--- src/rtl/svm_seq_pkg.sv ---
package svm_seq_pkg;
    localparam int NSEG = 9;
    localparam int SEGW = 4;
    localparam int NROT = 6;

    typedef logic signed [1:0] lvl_t;
    typedef struct packed {
        lvl_t a;
        lvl_t b;
        lvl_t c;
    } trip_t;

    typedef enum logic {ST_IDLE, ST_PLAY} st_e;

    function automatic trip_t mk(int a, int b, int c);
        trip_t t;
        t.a = lvl_t'(a);
        t.b = lvl_t'(b);
        t.c = lvl_t'(c);
        return t;
    endfunction

    // first half (up to centre) of each sector-one list
    function automatic trip_t half_state(logic [1:0] tcode, logic [2:0] h);
        trip_t t;
        t = '0;
        unique case (tcode)
            2'd0: case (h)
                3'd0: t = mk(0, -1, -1);
                3'd1: t = mk(0, 0, -1);
                3'd2: t = mk(0, 0, 0);
                3'd3: t = mk(1, 0, 0);
                3'd4: t = mk(1, 1, 0);
                default: t = '0;
            endcase
            2'd1: case (h)
                3'd0: t = mk(0, -1, -1);
                3'd1: t = mk(0, 0, -1);
                3'd2: t = mk(1, 0, -1);
                3'd3: t = mk(1, 0, 0);
                3'd4: t = mk(1, 1, 0);
                default: t = '0;
            endcase
            2'd2: case (h)
                3'd0: t = mk(0, -1, -1);
                3'd1: t = mk(1, -1, -1);
                3'd2: t = mk(1, 0, -1);
                3'd3: t = mk(1, 0, 0);
                default: t = '0;
            endcase
            2'd3: case (h)
                3'd0: t = mk(0, 0, -1);
                3'd1: t = mk(1, 0, -1);
                3'd2: t = mk(1, 1, -1);
                3'd3: t = mk(1, 1, 0);
                default: t = '0;
            endcase
        endcase
        return t;
    endfunction

    // one 60-degree step: shift phases, negate all
    function automatic trip_t rot60(trip_t s);
        trip_t r;
        r.a = -s.b;
        r.b = -s.c;
        r.c = -s.a;
        return r;
    endfunction
endpackage

--- src/rtl/svm_seq_split.sv ---
module svm_seq_split import svm_seq_pkg::*; #(
    parameter int DW = 12,
    localparam int CW = DW + 2
) (
    input  logic [DW-1:0]           ta,
    input  logic [DW-1:0]           tb,
    input  logic [DW-1:0]           tc,
    input  logic                    nine,
    output logic [NSEG-1:0][CW-1:0] durs
);
    logic [CW-1:0] ea, eb, ec;
    logic [CW-1:0] a6, a3, a4, b3, b2, c2, mid;

    always_comb begin
        ea = CW'(ta);
        eb = CW'(tb);
        ec = CW'(tc);
        a6 = ea / CW'(6);
        a3 = ea / CW'(3);
        a4 = ea / CW'(4);
        b3 = eb / CW'(3);
        b2 = eb / CW'(2);
        c2 = ec / CW'(2);
        durs = '0;
        if (nine) begin
            mid = (ea - (a6 << 1) - (a3 << 1)) + (eb - (b3 << 1)) + (ec - (c2 << 1));
            durs[0] = a6;
            durs[1] = b3;
            durs[2] = c2;
            durs[3] = a3;
            durs[4] = mid;
            durs[5] = a3;
            durs[6] = c2;
            durs[7] = b3;
            durs[8] = a6;
        end else begin
            mid = (ea - (a4 << 1)) + (eb - (b2 << 1)) + (ec - (c2 << 1));
            durs[0] = a4;
            durs[1] = b2;
            durs[2] = c2;
            durs[3] = mid;
            durs[4] = c2;
            durs[5] = b2;
            durs[6] = a4;
        end
    end
endmodule

--- src/rtl/svm_seq_scan.sv ---
module svm_seq_scan import svm_seq_pkg::*; #(
    parameter int CW = 14
) (
    input  logic [NSEG-1:0][CW-1:0] durs,
    input  logic [SEGW-1:0]         from,
    output logic                    found,
    output logic [SEGW-1:0]         idx
);
    always_comb begin
        found = 1'b0;
        idx   = '0;
        for (int i = NSEG - 1; i >= 0; i--) begin
            if (SEGW'(i) >= from && durs[i] != '0) begin
                found = 1'b1;
                idx   = SEGW'(i);
            end
        end
    end
endmodule

--- src/rtl/svm_seq_pattern.sv ---
module svm_seq_pattern import svm_seq_pkg::*; (
    input  logic [1:0]      tcode,
    input  logic [SEGW-1:0] seg,
    input  logic [2:0]      rot,
    output trip_t           st
);
    logic            nine;
    logic [SEGW-1:0] centre, last;
    logic [2:0]      half;
    trip_t           stage [NROT];

    always_comb begin
        nine   = ~tcode[1];
        centre = nine ? SEGW'(4) : SEGW'(3);
        last   = nine ? SEGW'(8) : SEGW'(6);
        half   = (seg <= centre) ? seg[2:0] : 3'(last - seg);
    end

    assign stage[0] = half_state(tcode, half);

    generate
        for (genvar g = 1; g < NROT; g++) begin : g_rot
            assign stage[g] = rot60(stage[g-1]);
        end
    endgenerate

    assign st = (rot < 3'(NROT)) ? stage[rot] : stage[0];
endmodule

--- src/rtl/svm_seq.sv ---
module svm_seq import svm_seq_pkg::*; #(
    parameter int DW = 12
) (
    input  logic          clk,
    input  logic          rst_n,
    input  logic          start,
    input  logic [1:0]    tri_code,
    input  logic [2:0]    sector,
    input  logic [DW-1:0] dwell_a,
    input  logic [DW-1:0] dwell_b,
    input  logic [DW-1:0] dwell_c,
    output logic          busy,
    output logic [1:0]    lvl_a,
    output logic [1:0]    lvl_b,
    output logic [1:0]    lvl_c
);
    localparam int CW = DW + 2;

    st_e                     st_q, st_d;
    logic [1:0]              tri_q;
    logic [2:0]              rot_q, rot_in;
    logic [SEGW-1:0]         seg_q;
    logic [CW-1:0]           left_q;
    logic [NSEG-1:0][CW-1:0] dur_q, dur_new;
    trip_t                   lvl_q, pat_out;
    logic                    ld_ok, adv_ok;
    logic [SEGW-1:0]         ld_idx, adv_idx, adv_from;
    logic                    go, advance, done;
    logic [1:0]              pat_tri;
    logic [SEGW-1:0]         pat_seg;
    logic [2:0]              pat_rot;

    assign rot_in   = (sector >= 3'd1 && sector <= 3'd6) ? sector - 3'd1 : 3'd0;
    assign adv_from = seg_q + 1'b1;

    svm_seq_split #(.DW(DW)) u_split (
        .ta(dwell_a), .tb(dwell_b), .tc(dwell_c),
        .nine(~tri_code[1]), .durs(dur_new)
    );

    svm_seq_scan #(.CW(CW)) u_scan_ld (
        .durs(dur_new), .from(SEGW'(0)), .found(ld_ok), .idx(ld_idx)
    );

    svm_seq_scan #(.CW(CW)) u_scan_adv (
        .durs(dur_q), .from(adv_from), .found(adv_ok), .idx(adv_idx)
    );

    always_comb begin
        if (st_q == ST_IDLE) begin
            pat_tri = tri_code;
            pat_seg = ld_idx;
            pat_rot = rot_in;
        end else begin
            pat_tri = tri_q;
            pat_seg = adv_idx;
            pat_rot = rot_q;
        end
    end

    svm_seq_pattern u_pat (
        .tcode(pat_tri), .seg(pat_seg), .rot(pat_rot), .st(pat_out)
    );

    // transitions: GO, STAY_EMPTY, ADVANCE, DONE
    always_comb begin
        go      = 1'b0;
        advance = 1'b0;
        done    = 1'b0;
        st_d    = st_q;
        unique case (st_q)
            ST_IDLE: begin
                if (start && ld_ok) begin
                    go   = 1'b1;
                    st_d = ST_PLAY;
                end
            end
            ST_PLAY: begin
                if (left_q == '0) begin
                    if (adv_ok) begin
                        advance = 1'b1;
                    end else begin
                        done = 1'b1;
                        st_d = ST_IDLE;
                    end
                end
            end
        endcase
    end

    // state register
    always_ff @(posedge clk) begin
        if (!rst_n) begin
            st_q   <= ST_IDLE;
            seg_q  <= '0;
            left_q <= '0;
            dur_q  <= '0;
            tri_q  <= '0;
            rot_q  <= '0;
        end else begin
            st_q <= st_d;
            if (go) begin
                seg_q  <= ld_idx;
                left_q <= dur_new[ld_idx] - 1'b1;
                dur_q  <= dur_new;
                tri_q  <= tri_code;
                rot_q  <= rot_in;
            end else if (advance) begin
                seg_q  <= adv_idx;
                left_q <= dur_q[adv_idx] - 1'b1;
            end else if (st_q == ST_PLAY && !done) begin
                left_q <= left_q - 1'b1;
            end
        end
    end

    // output register
    always_ff @(posedge clk) begin
        if (!rst_n) begin
            lvl_q <= '0;
        end else if (go || advance) begin
            lvl_q <= pat_out;
        end
    end

    assign busy  = (st_q == ST_PLAY);
    assign lvl_a = lvl_q.a;
    assign lvl_b = lvl_q.b;
    assign lvl_c = lvl_q.c;
endmodule

--- config.mk ---
export PLATFORM = sky130hd
export DESIGN_NAME = svm_seq
export DESIGN_NICKNAME = d
export VERILOG_FILES = /design/src/rtl/svm_seq_pkg.sv /design/src/rtl/svm_seq_split.sv /design/src/rtl/svm_seq_scan.sv /design/src/rtl/svm_seq_pattern.sv /design/src/rtl/svm_seq.sv
export SDC_FILE = /design/constraint.sdc
export NUM_CORES = 1
export LEC_CHECK = 0
export CAP_MARGIN = 20
export CORE_MARGIN = 8
export CORE_UTILIZATION = 57
export DETAILED_ROUTE_END_ITERATION = 10
export PLACE_DENSITY_LB_ADDON = 0.1
export SLEW_MARGIN = 0
export SYNTH_ARGS = -nofsm -noshare
export SYNTH_HDL_FRONTEND = slang
export SYNTH_SLANG_ARGS = --single-unit
--- constraint.sdc ---
create_clock -name clk -period 19.3 [get_ports clk]
set_input_delay 1.93 -clock clk [delete_from_list [all_inputs] [get_ports clk]]
set_output_delay 1.93 -clock clk [all_outputs]
set_load 0.02 [all_outputs]
==> out/qor.yml, run 1 <==
sta:
  fin_skew_ns: 0.0167
  layout_min_cycle_time_ns: 18.13
  hold_viol_final: 0
  fin_ws_ns: 1.17
  maxSlewViolCount: 0
  min_period_over_period_pct: 93.9
  finalSetupViolations: 0
  relSlewSlack_pct: 17.5
  fin_hold_ws_ns: 0.454
  rsz0062_at_grt: "false"
  setup-tns-final_ns: 0
  worst_slew_pin_slew_ns: 1.23
  fmax_ghz: 0.0552
routing:
  wl_met1_mm: 27.1
  wire_per_inst_um: 24.6
  drtIter0Drc: 2793
  met3_length_mm: 6.78
  antenna_left: 0
  routed.top_layer: "met5"
  dr_wl_met2_mm: 31.9
  routed_wl_mm: 70.8
  firstDrtPassIters: 6
  num_vias: 20500
  drc: 0
  via_per_inst: 7.11
synthesis:
  ys_warn_count: 0
  synth_area_leaders: "dfxtp_1 (15%), nand2_1 (7.0%), nor2_1 (5.8%), a21oi_1 (5.6%), ha_1 (5.0%)"
  syn-num-nets: 2657
  yosysTopAreaCellShare_pct: 15.1
  yosysUniqueCellTypes: 133
  synthArstFlopShare_pct: 0
  avgSynthCellArea_um2: 7.01
  synth-edff-count: 0
  synth.yosys.seq_area_share_pct: 15.1
  synth_area_um2: 17600
  synth_most_common_cell: "nand2_1"
  synth_top_area_cell: "dfxtp_1"
  synth_top_flop_cell: "dfxtp_1"
  synth_cells: 2508
  synth-seq-cells: 133
  synth_common_cells: "nand2_1 (329), nor2_1 (272), a21oi_1 (196)"
final_layout:
  multi_input_area_um2: 13900
  diodes: 0
  n_fill_cell: 2865
  regArea_um2: 2660
  drive_above_1_share_pct: 7.89
  postLayoutCoreUtil_pct: 62.0
  areaGrowthSynthToFinish_pct: 7.55
  final_nets: 2621
worst_setup_path:
  critPathKind: "primary input to flop"
  slowest_delay_ns: 0.64
  crit-reg2reg-launch: "dur_q[0]"
  endpoint_kind: "flop"
  r2r_cells: 20
  slowest_stage: "clkdlybuf4s50_1"
  rr_endpoint: "lvl_c[1]"
  critPathLaunchType: "primary input"
  arrival_ns: 18.41
  r2r_setup_slack_ns: 13.74
  crit_top_cell: "inv_1"
  crit_required_ns: 19.58
  cp_max_fo: 16
power:
  leakagePower_nw: 7.19
  max-vdd-ir-drop_mv: 0.0532
  powerDensity_nw_per_um2: 103
clock_network:
  cts_tree: "built"
  cts_buffers: 17
  cts.path.max_buffers: 2
  insertion_delay_ns: 0.43
  clk_pin_slew_ns: 0.05
  cts.root.buffer_cell: "clkbuf_16"
  numClockSinks: 133
  postCtsSetupRepairBufs: 0
  cts_max_level: 4
worst_hold_path:
  hold_end: "rot_q[1]"
  hold_path_depth: 2
  hold_start: "rot_q[1]"
  min_path_type: "flop to flop"
placed_design:
  hpwl_mm: 53.8
  port_buffers: 50
  dp_worst_setup_slack_ns: 0.891
  routabilityCongestion: 1.02
grt:
  antenna_found_initial: 1
  grt_max_degree: 83
  grt_pass1_wl_mm: 109
  grt-ovfl-total: 0
  grt_use_total_pct: 37.5
  grt_pass1_vias: 18800
die:
  dieHeight_um: 192
  io_pins: 51
  start_util_pct: 57.7
  rows: 64
  die_w_um: 192
  dieArea_um2: 36700
  fp.coreArea_um2: 30500
status:
  status: "complete, no violations"
flow_run:
  cap_violations: 0
## how the worst max path moves through the flow
stage                     to  depth (start not counted)  startpoint  slack [ns]
floorplan           lvl_c[1]                         67  dwell_a[4]        4.19
global placement    lvl_c[1]                         61  dwell_a[9]        1.18
detailed placement  lvl_c[1]                         62  dwell_a[9]        0.89
CTS                 lvl_c[1]                         62  dwell_a[9]        1.30
global route        lvl_c[1]                         62  dwell_a[5]        0.17
finish              lvl_c[1]                         62  dwell_a[5]        1.17
## what timing repair did
action	CTS	global route
gates resized for setup	0	2
setup endpoints to repair	0	3
hold buffers	0	0
## placed cells by master (no fill, tap or decap), types with 37 or more instances in the layout
cell | netlist | routed
nor2_1 | 272 | 272
o21ai_0 | 106 | 106
inv_1 | 118 | 117
xnor2_1 | 73 | 72
nor4_1 | 43 | 43
nand3_1 | 82 | 82
a31oi_1 | 40 | 40
dfxtp_1 | 133 | 133
mux2i_1 | 37 | 37
nand2_1 | 329 | 329
a211oi_1 | 74 | 74
and2_1 | 41 | 41
ha_1 | 70 | 70
a21oi_1 | 196 | 196
nor3_1 | 74 | 73
clkdlybuf4s50_1 | 0 | 48
## critical path, delay by kind of cell
kind | cells | cell delay, ns
and+or+nand+nor | 18 | 4.60
adders and majority gates | 6 | 2.47
AOI/OAI and AO/OA | 29 | 7.00
buffers and inverters | 8 | 2.18
xor gates and xnor gates | 1 | 0.17
## sequential cells by signal (all words and copies together) (netlist names)
register / cells
rot_q: 3
lvl_c: 2
left_q: 14
dur_q: 103
lvl_b: 2
seg_q: 4
tri_q: 2
lvl_a: 2
busy: 1
## per-layer routing
metal / vias up / global-route usage [%]
met2: 1348 / 60.3
met1: 9664 / 46.4
met3: 288 / 5.74
met4: 2 / 23.5
li1: 9193 / -
met5: - / 0
## per-stage QoR
step                instance area [um^2]  cells  total power, W
floorplan                          17600   2508         0.00124
global route                       18900   2881         0.00206
detailed placement                 18300   2847         0.00154
finish                             18900   2881         0.00195
global placement                   18300   2847         0.00152
CTS                                18900   2879         0.00190
## report_power, final
group          total [W]  internal, W  switching [W]
sequential      0.000340     0.000307      0.0000328
clock           0.000357     0.000227       0.000130
combinational    0.00125     0.000452       0.000796
total            0.00195     0.000986       0.000959
## kinds of logic (layout without fill, tap and decap cells)
kind of cell	after synthesis	count (layout)	share of synthesized area (%)
AO/OA/AOI/OAI	805	805	32.7
XOR/XNOR	91	91	4.66
adder cells (fa/ha/maj)	106	106	9.02
buffers and inverters	270	247	6.18
flip-flops	133	133	15.1
multiplexers	53	53	3.34
AND/OR/NAND/NOR	1050	1050	28.9
## layout make-up
cell class	instances	share of cell area [%]
multi-input combinational	2105	73.3
sequential	133	14.1
timing repair buffer	86	4.06
tap	396	2.62
inverter	129	2.59
clock buffer	22	2.51
clock inverter	10	0.893
No activity file was read; power rests on OpenSTA's default activity.
==> inputs of run 2 (changes only) <==
Settings changed: ABC_AREA from default to 1.
==> out/qor.yml, run 2 <==
power:
  power_frac_clock_pct: 15.6  # -2.8 points
  max-vdd-ir-drop_mv: 0.116  # +120%
  p_sw_w: 0.00117  # +22%
  sw_frac_of_total_pct: 54.2  # +4.9 points
  intPower_w: 0.000992  # +0.58%
  p_total_w: 0.00217  # +11%
  powerDensity_nw_per_um2: 119  # +16%
  p_comb_share_pct: 69.2  # +5.0 points
  leakagePower_nw: 9.07  # +26%
  p_seq_share_pct: 15.3  # -2.2 points
final_layout:
  largestRegisters: "dur_q x103, left_q x14, seg_q x4"
  fin_area_um2: 18200  # -3.8%
  drive_above_1_share_pct: 10.6  # +2.7 points
  final_common_cell: "nand2_1"
  regArea_um2: 2660  # unchanged
  n_fill_cell: 2946  # +2.8%
  diodes: 0  # unchanged
  finalNonFillerCells: 3203  # +11%
  largest_reg_flops: 103  # unchanged
  layout_common_cells: "nand2_1 (620), inv_1 (411), nor2_1 (282), o21ai_0 (217), nand3_1 (208)"
  final_nets: 2951  # +13%
  regMostFlops: "dur_q"
  areaGrowthSynthToFinish_pct: 6.18
  multi_input_area_um2: 12100  # -13%
die:
  fp.coreArea_um2: 29600  # -2.9%
  dieHeight_um: 189  # -1.2%
  io_pins: 51  # unchanged
  dieArea_um2: 35900  # -2.4%
  die_w_um: 189  # -1.2%
  rows: 63  # -1.6%
  start_util_pct: 57.8  # +0.17 points
worst_setup_path:
  r2r_setup_slack_ns: 13.41  # -0.33 ns
  crit_path_start: "dwell_a[4]"
  cp.depth: 94  # +52%
  rr_endpoint: "lvl_a[1]"
  cp_top_family: "simple AND/OR/NAND/NOR gates"
  critPathLaunchType: "primary input"
  cp_max_fo: 41  # +25
  crit-reg2reg-launch: "seg_q[0]"
  r2r_cells: 31  # +55%
  crit_required_ns: 19.67  # +0.09 ns
  endpoint_kind: "flop"
  slowest_stage: "clkdlybuf4s50_1"
  critPathKind: "primary input to flop"
  slowest_delay_ns: 0.96  # +0.32 ns
  critPathBufInv: 13  # +5
  crit_top_cell: "nand2_1"
  arrival_ns: 18.07  # -0.34 ns
grt:
  antenna_found_initial: 1  # unchanged
  grt_pass1_vias: 17700  # -6.1%
  grt_max_degree: 198  # +140%
  grt-ovfl-total: 0  # unchanged
  grt_pass1_wl_mm: 91.4  # -16%
  grt_use_total_pct: 31.5  # -6.0 points
routing:
  wire_per_inst_um: 17.9  # -27%
  via_per_inst: 5.81  # -18%
  num_vias: 18600  # -9.2%
  firstDrtPassIters: 7  # +1
  antenna_left: 0  # unchanged
  drc: 0  # unchanged
  drtIter0Drc: 1809  # -35%
  routed_wl_mm: 57.3  # -19%
clock_network:
  postCtsSetupRepairBufs: 0  # unchanged
  cts_tree: "built"
  cts_max_level: 4  # unchanged
  cts.path.max_buffers: 2  # unchanged
  cts.root.buffer_cell: "clkbuf_16"
  clk_pin_slew_ns: 0.06  # about the same
  cts_buffers: 17  # unchanged
  numClockSinks: 133  # unchanged
  holdBufCountCts: 0  # unchanged
  cts_resized: 0  # unchanged
  insertion_delay_ns: 0.44  # about the same
synthesis:
  synth_area_leaders: "dfxtp_1 (16%), nand2_1 (14%), inv_1 (9.0%), o21ai_0 (6.3%), nor2_1 (6.2%)"
  yosysUniqueCellTypes: 70  # -47%
  synth_common_cells: "nand2_1 (620), inv_1 (411), nor2_1 (282)"
  synth.yosys.seq_area_share_pct: 15.5  # +0.40 points
  synth_most_common_cell: "nand2_1"
  synth_area_um2: 17100  # -2.6%
  syn-num-nets: 2967  # +12%
  synth-edff-count: 0  # unchanged
  synth_top_flop_cell: "dfxtp_1"
  yosysTopAreaCellShare_pct: 15.5  # +0.40 points
  synth_cells: 2818  # +12%
  synthArstFlopShare_pct: 0  # unchanged
  ys_warn_count: 0  # unchanged
  avgSynthCellArea_um2: 6.08  # -13%
  synth_top_area_cell: "dfxtp_1"
  synth-seq-cells: 133  # unchanged
sta:
  min_period_over_period_pct: 91.7  # -2.2 points
  worst_slew_pin_slew_ns: 1.27  # +0.0433 ns
  fin_skew_ns: 0.00988  # -0.00683 ns
  finalSetupViolations: 0  # unchanged
  layout_min_cycle_time_ns: 17.70  # -0.429 ns
  setup-tns-final_ns: 0  # unchanged
  hold_viol_final: 0  # unchanged
  maxSlewViolCount: 0  # unchanged
  relSlewSlack_pct: 14.6  # -2.9 points
  fmax_ghz: 0.0565  # +2.4%
  rsz0062_at_grt: "false"
status:
  status: "complete, no violations"
worst_hold_path:
  min_path_type: "flop to flop"
  hold_end: "tri_q[1]"
  hold_path_depth: 2  # unchanged
  hold_start: "tri_q[1]"
flow_run:
  cap_violations: 0  # unchanged
placed_design:
  dp.cells: 3173  # +11%
  placed_cell_area_um2: 17600  # -3.6%
  port_buffers: 50  # unchanged
  hpwl_mm: 44.7  # -17%
  routabilityCongestion: 0.990  # -3.1%
[run 2: changes by cell type after synthesis, sizes merged, moves of 37 or more]
cell,before,now
nand2,330,697
inv,125,452
nand3,87,254
o21ai,126,256
a211oi,81,10
xnor2,76,11
nor3,80,28
clkbuf,105,54
nor2,276,327
mux2i,40,1
and2,42,4
nand4,33,70
[run 2: layout make-up]
cell class / count / share of cell area [%]
timing repair buffer: 63 / 3.30
sequential: 133 / 14.6
tap: 390 / 2.68
multi-input combinational: 2128 / 66.6
clock inverter: 12 / 0.866
clock buffer: 18 / 2.41
inverter: 459 / 9.52
[run 2: worst max path at each step]
stage,end
floorplan,lvl_a[1]
global placement,lvl_a[1]
detailed placement,lvl_b[1]
CTS,lvl_a[1]
global route,lvl_a[1]
finish,lvl_a[1]
[run 2: per-stage QoR]
stage,util [%],hold slack [ns],setup slack [ns]
finish,61.4,0.462,1.60
global route,61.4,0.494,0.118
CTS,61.4,0.465,1.87
detailed placement,59.4,0.457,1.45
global placement,59.4,0.450,1.65
floorplan,-,0.429,5.25
[run 2: cell families after synthesis]
kind of cell,synth area share (%)
and+or+nand+nor,41.4
buffers and inverters,13.8
AOI/OAI and AO/OA,17.5
DFF,15.5
adders and majority gates,9.20
xor gates and xnor gates,2.45
muxes,0.0584
[run 2: layer usage]
metal / routed length [um] / global-route usage [%]
met5: 13 / 0
met4: 3240 / 18.2
met3: 3990 / 4.49
met2: 26500 / 52.8
met1: 23500 / 37.9
[run 2: worst register-to-register path, delay by kind of cell (launching register included)]
kind            cells  cell delay, ns
buf+inv             5            1.11
flops               1            0.39
compound gates      8            1.07
fa+ha+maj           1            0.35
simple gates       17            2.89
[run 2: power by group through the flow]
stage                     Combinational [W]  Sequential (W)  Clock [W]
after floorplan                     0.00116        0.000325          0
after global placement              0.00145        0.000334          0
after detailed placement            0.00147        0.000335          0
after CTS                           0.00148        0.000329   0.000335
after global routing                0.00169        0.000333   0.000349
final                               0.00150        0.000331   0.000337
